File: config.mk
export PLATFORM = sky130hd
export DESIGN_NAME = serial_result_chain
export DESIGN_NICKNAME = d
export VERILOG_FILES = /design/src/rtl/src_pkg.sv /design/src/rtl/src_sclk_edge.sv /design/src/rtl/src_word_load.sv /design/src/rtl/src_shift_chain.sv /design/src/rtl/serial_result_chain.sv
export SDC_FILE = /design/constraint.sdc
export NUM_CORES = 1
export LEC_CHECK = 0
export BUFFER_PORTS_ARGS = -buffer_cell sky130_fd_sc_hd__buf_2
export CAP_MARGIN = 20
export CORE_MARGIN = 5
export CORE_UTILIZATION = 45
export CTS_CLUSTER_SIZE = 16
export DETAILED_ROUTE_END_ITERATION = 10
export SETUP_SLACK_MARGIN = 0.15
export SLEW_MARGIN = 20
export SYNTH_ARGS = -nofsm -noshare
export SYNTH_HDL_FRONTEND = slang
export SYNTH_SLANG_ARGS = --single-unit
File: constraint.sdc
create_clock -name clk_i -period 4.1 [get_ports clk_i]
set_input_delay 0.41 -clock clk_i [delete_from_list [all_inputs] [get_ports clk_i]]
set_output_delay 0.41 -clock clk_i [all_outputs]
set_load 0.02 [all_outputs]
File: src/rtl/src_pkg.sv
package src_pkg;
  typedef struct packed {
    logic drive;   // advance serial output
    logic sample;  // capture chain input
  } sclk_ev_t;
endpackage

File: src/rtl/src_sclk_edge.sv
module src_sclk_edge
  import src_pkg::*;
(
  input  logic     clk_i,
  input  logic     rst_ni,
  input  logic     sclk_i,
  input  logic     inv_i,
  input  logic     en_i,
  output sclk_ev_t ev_o
);
  logic lvl, lvl_q;

  assign lvl = sclk_i ^ inv_i;

  always_ff @(posedge clk_i or negedge rst_ni) begin
    if (!rst_ni) lvl_q <= 1'b0;
    else         lvl_q <= lvl;
  end

  assign ev_o.drive  = en_i &  lvl_q & ~lvl;
  assign ev_o.sample = en_i & ~lvl_q &  lvl;
endmodule

File: src/rtl/src_word_load.sv
module src_word_load #(
  parameter int W = 16
) (
  input  logic         clk_i,
  input  logic         rst_ni,
  input  logic         busy_i,
  input  logic         cs_ni,
  input  logic [W-1:0] result_i,
  output logic [W-1:0] word_o
);
  logic         busy_q, pend_q, fall;
  logic [W-1:0] hold_q, word_q;

  assign fall = busy_q & ~busy_i;

  always_ff @(posedge clk_i or negedge rst_ni) begin
    if (!rst_ni) begin
      busy_q <= 1'b0;
      pend_q <= 1'b0;
      hold_q <= '0;
      word_q <= '0;
    end else begin
      busy_q <= busy_i;
      if (fall && cs_ni) begin
        word_q <= result_i;
        pend_q <= 1'b0;
      end else if (fall) begin
        hold_q <= result_i;   // read in progress: defer
        pend_q <= 1'b1;
      end else if (pend_q && cs_ni) begin
        word_q <= hold_q;
        pend_q <= 1'b0;
      end
    end
  end

  assign word_o = word_q;

  a_r3_load_idle: assert property (@(posedge clk_i) disable iff (!rst_ni)
    (fall && cs_ni) |=> word_q == $past(result_i));
  a_r9_no_load_in_read: assert property (@(posedge clk_i) disable iff (!rst_ni)
    (fall && !cs_ni) |=> $stable(word_q));
  a_r9_release: assert property (@(posedge clk_i) disable iff (!rst_ni)
    (pend_q && cs_ni && !fall) |=> (word_q == $past(hold_q)) && !pend_q);
endmodule

File: src/rtl/src_shift_chain.sv
module src_shift_chain
  import src_pkg::*;
#(
  parameter int W = 16
) (
  input  logic         clk_i,
  input  logic         rst_ni,
  input  logic         cs_ni,
  input  logic [W-1:0] word_i,
  input  sclk_ev_t     ev_i,
  input  logic         sdi_i,
  output logic         msb_o
);
  logic [W-1:0] sreg_q;
  logic         chain_q;

  always_ff @(posedge clk_i or negedge rst_ni) begin
    if (!rst_ni) begin
      sreg_q  <= '0;
      chain_q <= 1'b0;
    end else if (cs_ni) begin
      sreg_q  <= word_i;
      chain_q <= 1'b0;
    end else begin
      if (ev_i.sample) chain_q <= sdi_i;
      if (ev_i.drive)  sreg_q  <= {sreg_q[W-2:0], chain_q};
    end
  end

  assign msb_o = sreg_q[W-1];

  a_r4_next_bit: assert property (@(posedge clk_i) disable iff (!rst_ni)
    (!cs_ni && ev_i.drive) |=> msb_o == $past(sreg_q[W-2]));
  a_r8_hold_no_edge: assert property (@(posedge clk_i) disable iff (!rst_ni)
    (!cs_ni && !ev_i.drive) |=> $stable(sreg_q));
  a_r10_restart: assert property (@(posedge clk_i) disable iff (!rst_ni)
    cs_ni |=> sreg_q == $past(word_i));
  a_r6_chain_clear: assert property (@(posedge clk_i) disable iff (!rst_ni)
    cs_ni |=> !chain_q);
endmodule

File: src/rtl/serial_result_chain.sv
module serial_result_chain
  import src_pkg::*;
#(
  parameter int W = 16
) (
  input  logic         clk_i,
  input  logic         rst_ni,
  input  logic         ext_clk_i,
  input  logic         sclk_i,
  input  logic         sclk_inv_i,
  input  logic         cs_ni,
  input  logic         rd_ni,
  input  logic         busy_i,
  input  logic [W-1:0] result_i,
  input  logic         sdi_i,
  output logic         sdo_o,
  output logic         sdo_oe_o
);
  logic         rd_en, shift_en, msb;
  logic [W-1:0] word;
  sclk_ev_t     ev;

  assign rd_en    = ~cs_ni & ~rd_ni;
  assign shift_en = rd_en & ext_clk_i & ~busy_i;

  src_sclk_edge u_edge (
    .clk_i  (clk_i),
    .rst_ni (rst_ni),
    .sclk_i (sclk_i),
    .inv_i  (sclk_inv_i),
    .en_i   (shift_en),
    .ev_o   (ev)
  );

  src_word_load #(.W(W)) u_load (
    .clk_i    (clk_i),
    .rst_ni   (rst_ni),
    .busy_i   (busy_i),
    .cs_ni    (cs_ni),
    .result_i (result_i),
    .word_o   (word)
  );

  src_shift_chain #(.W(W)) u_shift (
    .clk_i  (clk_i),
    .rst_ni (rst_ni),
    .cs_ni  (cs_ni),
    .word_i (word),
    .ev_i   (ev),
    .sdi_i  (sdi_i),
    .msb_o  (msb)
  );

  assign sdo_oe_o = rd_en;
  assign sdo_o    = rd_en & msb;

  a_r8_gated_edges: assert property (@(posedge clk_i) disable iff (!rst_ni)
    (!ext_clk_i || busy_i) |-> (ev == '0));
endmodule

==> results of run 1 <==
## power by group through the flow
stage	clock network (uW)	logic, uW	registers, uW
finish	381	205	671
global route	411	227	682
CTS	393	207	670
detailed placement	0	206	680
global placement	0	196	677
floorplan	0	168	650
## synthesized netlist by cell type (2+ instances only)
cell type / number
dfrtp_1: 52
a2bb2oi_1: 16
a31oi_1: 16
a41oi_1: 16
mux2_2: 16
o2bb2ai_1: 16
o31ai_1: 11
and3b_1: 10
clkbuf_1: 9
and3b_2: 6
buf_1: 5
buf_2: 5
o31ai_2: 5
nor2_1: 3
buf_6: 2
clkinv_1: 2
## metrics by stage
stage                     utilization, %  area [um^2]
final                               50.6         2790
after global routing                50.6         2790
after CTS                           50.5         2780
after detailed placement            48.2         2650
after global placement              48.2         2650
after floorplan                        -         2550
## layout by cell type, fill, tap and decap left out
cell / count
buf_2: 25
o31ai_1: 11
a31oi_1: 16
o31ai_2: 5
o2bb2ai_1: 16
clkbuf_8: 7
nand4_1: 1
clkinv_1: 2
o311ai_0: 1
xnor2_4: 1
and3b_1: 10
and2b_1: 1
inv_1: 1
nor2_1: 3
and3b_2: 6
nor2_2: 1
nand2_1: 1
bufinv_16: 1
dfrtp_1: 52
buf_4: 1
nand2b_1: 1
and2_1: 1
or4b_4: 1
nor4b_4: 1
a41oi_1: 16
mux2_2: 16
a2bb2oi_1: 16
o21ai_2: 1
## layer usage
layer	vias up	track usage [%]	routed length, um
li1	836	-	-
met1	899	22.5	2620
met2	41	24.8	2540
met3	7	3.88	253
met4	0	3.88	51
met5	-	0	0
## cell type report
class,count,area [um^2]
Clock inverter,1,30.0
Multi-Input combinational cell,126,1120
Timing Repair Buffer,26,133
Clock buffer,7,96.3
Sequential cell,52,1300
Fill cell,504,2720
Tap cell,72,90.1
Inverter,3,11.3
## worst reg2reg max path, cell delays in order, from the launching register on
cell and delay, ns:
dfrtp_1 0.64, nand2b_1 0.48, nor2_2 0.76, mux2_2 0.42
## cell families after synthesis
family | share of synthesized area (%)
and+or+nand+nor | 9.14
muxes | 7.07
xor gates and xnor gates | 1.08
AOI/OAI and AO/OA | 26.7
DFF | 51.1
buffers and inverters | 4.96
## registers in the layout (all words and copies together), names as in the netlist
name	flops
u_load.busy_q	1
u_load.hold_q	16
u_load.word_o	16
u_shift.sreg_q	16
u_edge.lvl_q	1
u_load.pend_q	1
u_shift.chain_q	1
## worst paths after layout
path | from | to | cells after the start
worst min register to register | u_load.word_o[5]$_DFFE_PN0P_ | u_load.word_o[5]$_DFFE_PN0P_ | 1
max in group asynchronous | rst_ni | u_load.hold_q[14]$_DFFE_PN0P_ | 1
worst max-delay path | u_load.busy_q$_DFF_PN0_ | u_load.hold_q[6]$_DFFE_PN0P_ | 3
worst min-delay path | rst_ni | u_shift.chain_q$_DFFE_PN0P_ | 1
min in group clk_i | result_i[0] | u_load.hold_q[0]$_DFFE_PN0P_ | 2
worst max register to register | u_load.busy_q$_DFF_PN0_ | u_load.hold_q[6]$_DFFE_PN0P_ | 3
==> out/metrics.yaml, run 1 <==
route:
  vias: 1783
  wl_mm: 5.47
  final_antenna_net_count: 0
  firstDrtPassIters: 4
  drt-vias-per-instance: 6.21
  drc: 0
  wire_per_inst_um: 19.1
  drt_iter0_drc: 169
floorplan:
  ios: 27
  core_region_area_um2: 5510
  die_w_um: 85.2
  fp-row-count: 27
  initial_core_util_pct: 46.3
  dieArea_um2: 7270
  die_y_um: 85.2
critical_path:
  rrSetupSlack_ns: 1.69
  crit_buf_inv: 0
  startpoint_type: "register"
  cp_slowest_cell: "nor2_2"
  cp-end-kind: "register"
  crit_chain: "nand2b_1, nor2_2, mux2_2"
  crit_path_max_incr_delay_ns: 0.76
  crit_family: "simple AND/OR/NAND/NOR gates"
  crit_fanout: 18
  crit_required_ns: 4.28
  path_class: "reg -> reg"
  cp_data_arrival_time_ns: 2.59
global_routing:
  gr-total-overflow: 0
  grt_max_degree: 53
  first_global_vias: 1832
  antenna_found_initial: 0
  track_usage_pct: 16.0
  grt_first_pass_wirelength_mm: 9.46
yosys:
  synth_top_area_share_pct: 51.1
  syn_area_per_cell_um2: 12.5
  yosysWarnings: 0
  synthTopCellsByArea: "dfrtp_1 (51%), mux2_2 (7.1%), a2bb2oi_1 (5.5%), a41oi_1 (5.5%), o2bb2ai_1 (5.5%)"
  yosysSeqAreaShare_pct: 51.1
  ys_ff_latch: 52
  post-synth-top-area-cell: "dfrtp_1"
  syn_inst: 203
  ys.flop_type: "dfrtp_1"
  synth_fp_nets: 228
  async_flop_share_pct: 100
  synthDistinctLibCells: 29
  synth_edf_count: 0
  synth_area_um2: 2550
sta:
  min_period_ns: 2.41
  setup_ws_ns: 1.69
  tightest_slew_ns: 1.01
  maxSlewHeadroom_pct: 32.7
  finalHoldViolations: 0
  rsz0062_at_grt: "no"
  hold_slack_ns: 0.117
  fin_setup_tns_ns: 0
  drv_slew: 0
  setup_viol: 0
  max_freq_mhz: 416
  fin_crit_sh_pct: 58.7
  finClkSkew_ns: 0.0119
clock_network:
  clk_latency_ns: 0.30
  clk_path_buf_depth: 2
  cts_tree: "done"
  hold_buffers: 0
  cts_buffers: 5
  postCtsResizedCells: 0
  htreeDepth: 2
  clock-sinks: 52
  cts_setup_buffers: 0
  cts_root_buffer: "clkbuf_8"
  clk_pin_slew_ns: 0.09
worst_hold_path:
  min_path_type: "in -> async"
power:
  switching_share_pct: 26.2
  combPwrFrac_pct: 16.3
  power_frac_clock_pct: 30.3
  power.share.sequential_pct: 53.4
  netSwitchingPower_uw: 329
  irDropWorstVdd_v: 0.000186
  cell_internal_pwr_uw: 928
  power.density_nw_per_um2: 451
  finalPower_uw: 1260
  p_leak_uw: 0.00117
place:
  pre_cts_slack_ns: 1.66
  io_buffer_count: 26
  dp.final_hpwl_mm: 3.55
  place_congestion: 0.748
  dpl.cell_count: 279
layout:
  fin_cells: 287
  nets: 239
  diodes: 0
  drive_gt1_share_pct: 30.7
  synthToLayoutAreaGrowth_pct: 9.33
run:
  maxCapViolCount: 0
status:
  status: "finished, final reports clean"
(Power assumes the default switching activity.)
==> inputs of run 2 (changes only) <==
--- a/config.mk
+++ b/config.mk
@@ -11,6 +11,7 @@
 export CORE_UTILIZATION = 45
 export CTS_CLUSTER_SIZE = 16
 export DETAILED_ROUTE_END_ITERATION = 10
+export PLACE_DENSITY = 0.66
 export SETUP_SLACK_MARGIN = 0.15
 export SLEW_MARGIN = 20
 export SYNTH_ARGS = -nofsm -noshare
==> constraint.sdc (replaced) <==
create_clock -name clk_i -period 2.1 [get_ports clk_i]
set_input_delay 0.21 -clock clk_i [delete_from_list [all_inputs] [get_ports clk_i]]
set_output_delay 0.21 -clock clk_i [all_outputs]
set_load 0.02 [all_outputs]
==> out/metrics.yaml, run 2 (synthesized netlist as in run 1, its figures left out) <==
critical_path:
  cp-end-kind: "register"
  startpoint_type: "register"
  crit_required_ns: 2.32
  rr_worst_depth: 5
  crit_fanout: 17
  cp_data_arrival_time_ns: 1.59
  path_class: "reg -> reg"
worst_hold_path:
  min_path_type: "in -> reg"
  hold_path_depth: 2
clock_network:
  cts_setup_buffers: 0
  cts_buffers: 5
  clk_latency_ns: 0.30
  cts_root_buffer: "clkbuf_8"
  hold_buffers: 1
  clk_pin_slew_ns: 0.09
  htreeDepth: 2
  postCtsResizedCells: 0
  cts_tree: "done"
  clock-sinks: 52
  clk_path_buf_depth: 2
layout:
  multiInputGateArea_um2: 1120
  nFillCells: 490
  regArea_um2: 1300
  layout_common_cells: "dfrtp_1 (52), buf_2 (26)"
  final_common_cell: "dfrtp_1"
  drive_gt1_share_pct: 34.2
  nets: 255
  fin_area_um2: 2870
  diodes: 0
  synthToLayoutAreaGrowth_pct: 12.6
power:
  power.density_nw_per_um2: 811
  p_leak_uw: 0.00123
  irDropWorstVdd_v: 0.000536
global_routing:
  grt_first_pass_wirelength_mm: 9.22
  first_global_vias: 1791
  gr-total-overflow: 0
  track_usage_pct: 15.7
  grt_max_degree: 34
  antenna_found_initial: 0
floorplan:
  dieArea_um2: 7270
  ios: 27
  die_y_um: 85.2
  initial_core_util_pct: 46.3
  die_w_um: 85.2
  core_region_area_um2: 5510
  fp-row-count: 27
route:
  final_antenna_net_count: 0
  wire_per_inst_um: 17.9
  wl_mm: 5.42
  drt-vias-per-instance: 6.03
  drc: 0
  vias: 1826
  firstDrtPassIters: 4
  drt_iter0_drc: 144
place:
  placed_cell_area_um2: 2770
  io_buffer_count: 26
  dp.final_hpwl_mm: 3.57
  place_congestion: 0.749
  pre_cts_slack_ns: 0.445
sta:
  fin_setup_tns_ns: 0
  min_period_ns: 1.36
  finalHoldViolations: 0
  max_freq_mhz: 733
  fin_crit_sh_pct: 65.0
  maxSlewHeadroom_pct: 76.3
  rsz0062_at_grt: "no"
  setup_ws_ns: 0.736
  finClkSkew_ns: 0.00707
  drv_slew: 0
  setup_viol: 0
  tightest_slew_ns: 0.355
run:
  maxCapViolCount: 0
status:
  status: "finished, final reports clean"
-- run 2: cell types whose count changed in the layout (fill, tap and decap cells not counted), sizes merged --
cell,before,now
buf,26,41
bufinv,1,0
clkinvlp,0,1
dlygate4sd3,0,1
-- run 2: worst max-delay path, cell delays in order (launching register included) --
cell	delay [ns]
dfrtp_1	0.38
buf_4	0.18
and2b_1	0.18
o21ai_1	0.19
buf_4	0.23
o2bb2ai_1	0.13
-- run 2: where the power goes --
group	switching, uW	internal [uW]	leakage, uW
Clock	325	269	0.0000445
Combinational	207	235	0.000555
Sequential	113	1180	0.000627
-- run 2: path summary, 6_finish.rpt --
path / from / slack, ns / endpoint
max in group asynchronous: rst_ni / 1.21 / u_load.word_o[3]$_DFFE_PN0P_
setup reg to reg: u_load.busy_q$_DFF_PN0_ / 0.74 / u_load.word_o[4]$_DFFE_PN0P_
hold reg to reg: u_load.word_o[3]$_DFFE_PN0P_ / 0.50 / u_load.word_o[3]$_DFFE_PN0P_
setup / recovery: u_load.busy_q$_DFF_PN0_ / 0.74 / u_load.word_o[4]$_DFFE_PN0P_
min in group asynchronous: rst_ni / 0.31 / u_load.hold_q[0]$_DFFE_PN0P_
hold / removal: result_i[5] / 0.15 / u_load.hold_q[5]$_DFFE_PN0P_
-- run 2: layer usage --
layer	GRT usage, %	share of wire, %	vias up
met3	3.30	3.1	4
li1	-	-	872
met5	0	0	-
met4	3.88	0.92	0
met1	23.5	48	918
met2	23.3	48	32
-- run 2: per-stage QoR --
stage / std cells / total power (uW) / utilization (%) / hold slack (ns)
finish: 303 / 2330 / 52.1 / 0.149
global route: 303 / 2460 / 52.1 / 0.134
CTS: 303 / 2350 / 52.1 / 0.140
detailed placement: 294 / 1750 / 50.2 / 0.109
global placement: 294 / 1740 / 50.2 / 0.109
floorplan: 203 / 1600 / - / -0.0856
-- run 2: layout make-up --
class                   count  share of cell area, %
clock buffers               7                   3.01
clock inverters             1                  0.262
inverters                   3                  0.392
multi-input cells         126                   39.0
flip-flops and latches     52                   45.4
well taps                  72                   3.14
repair buffers             42                   8.81
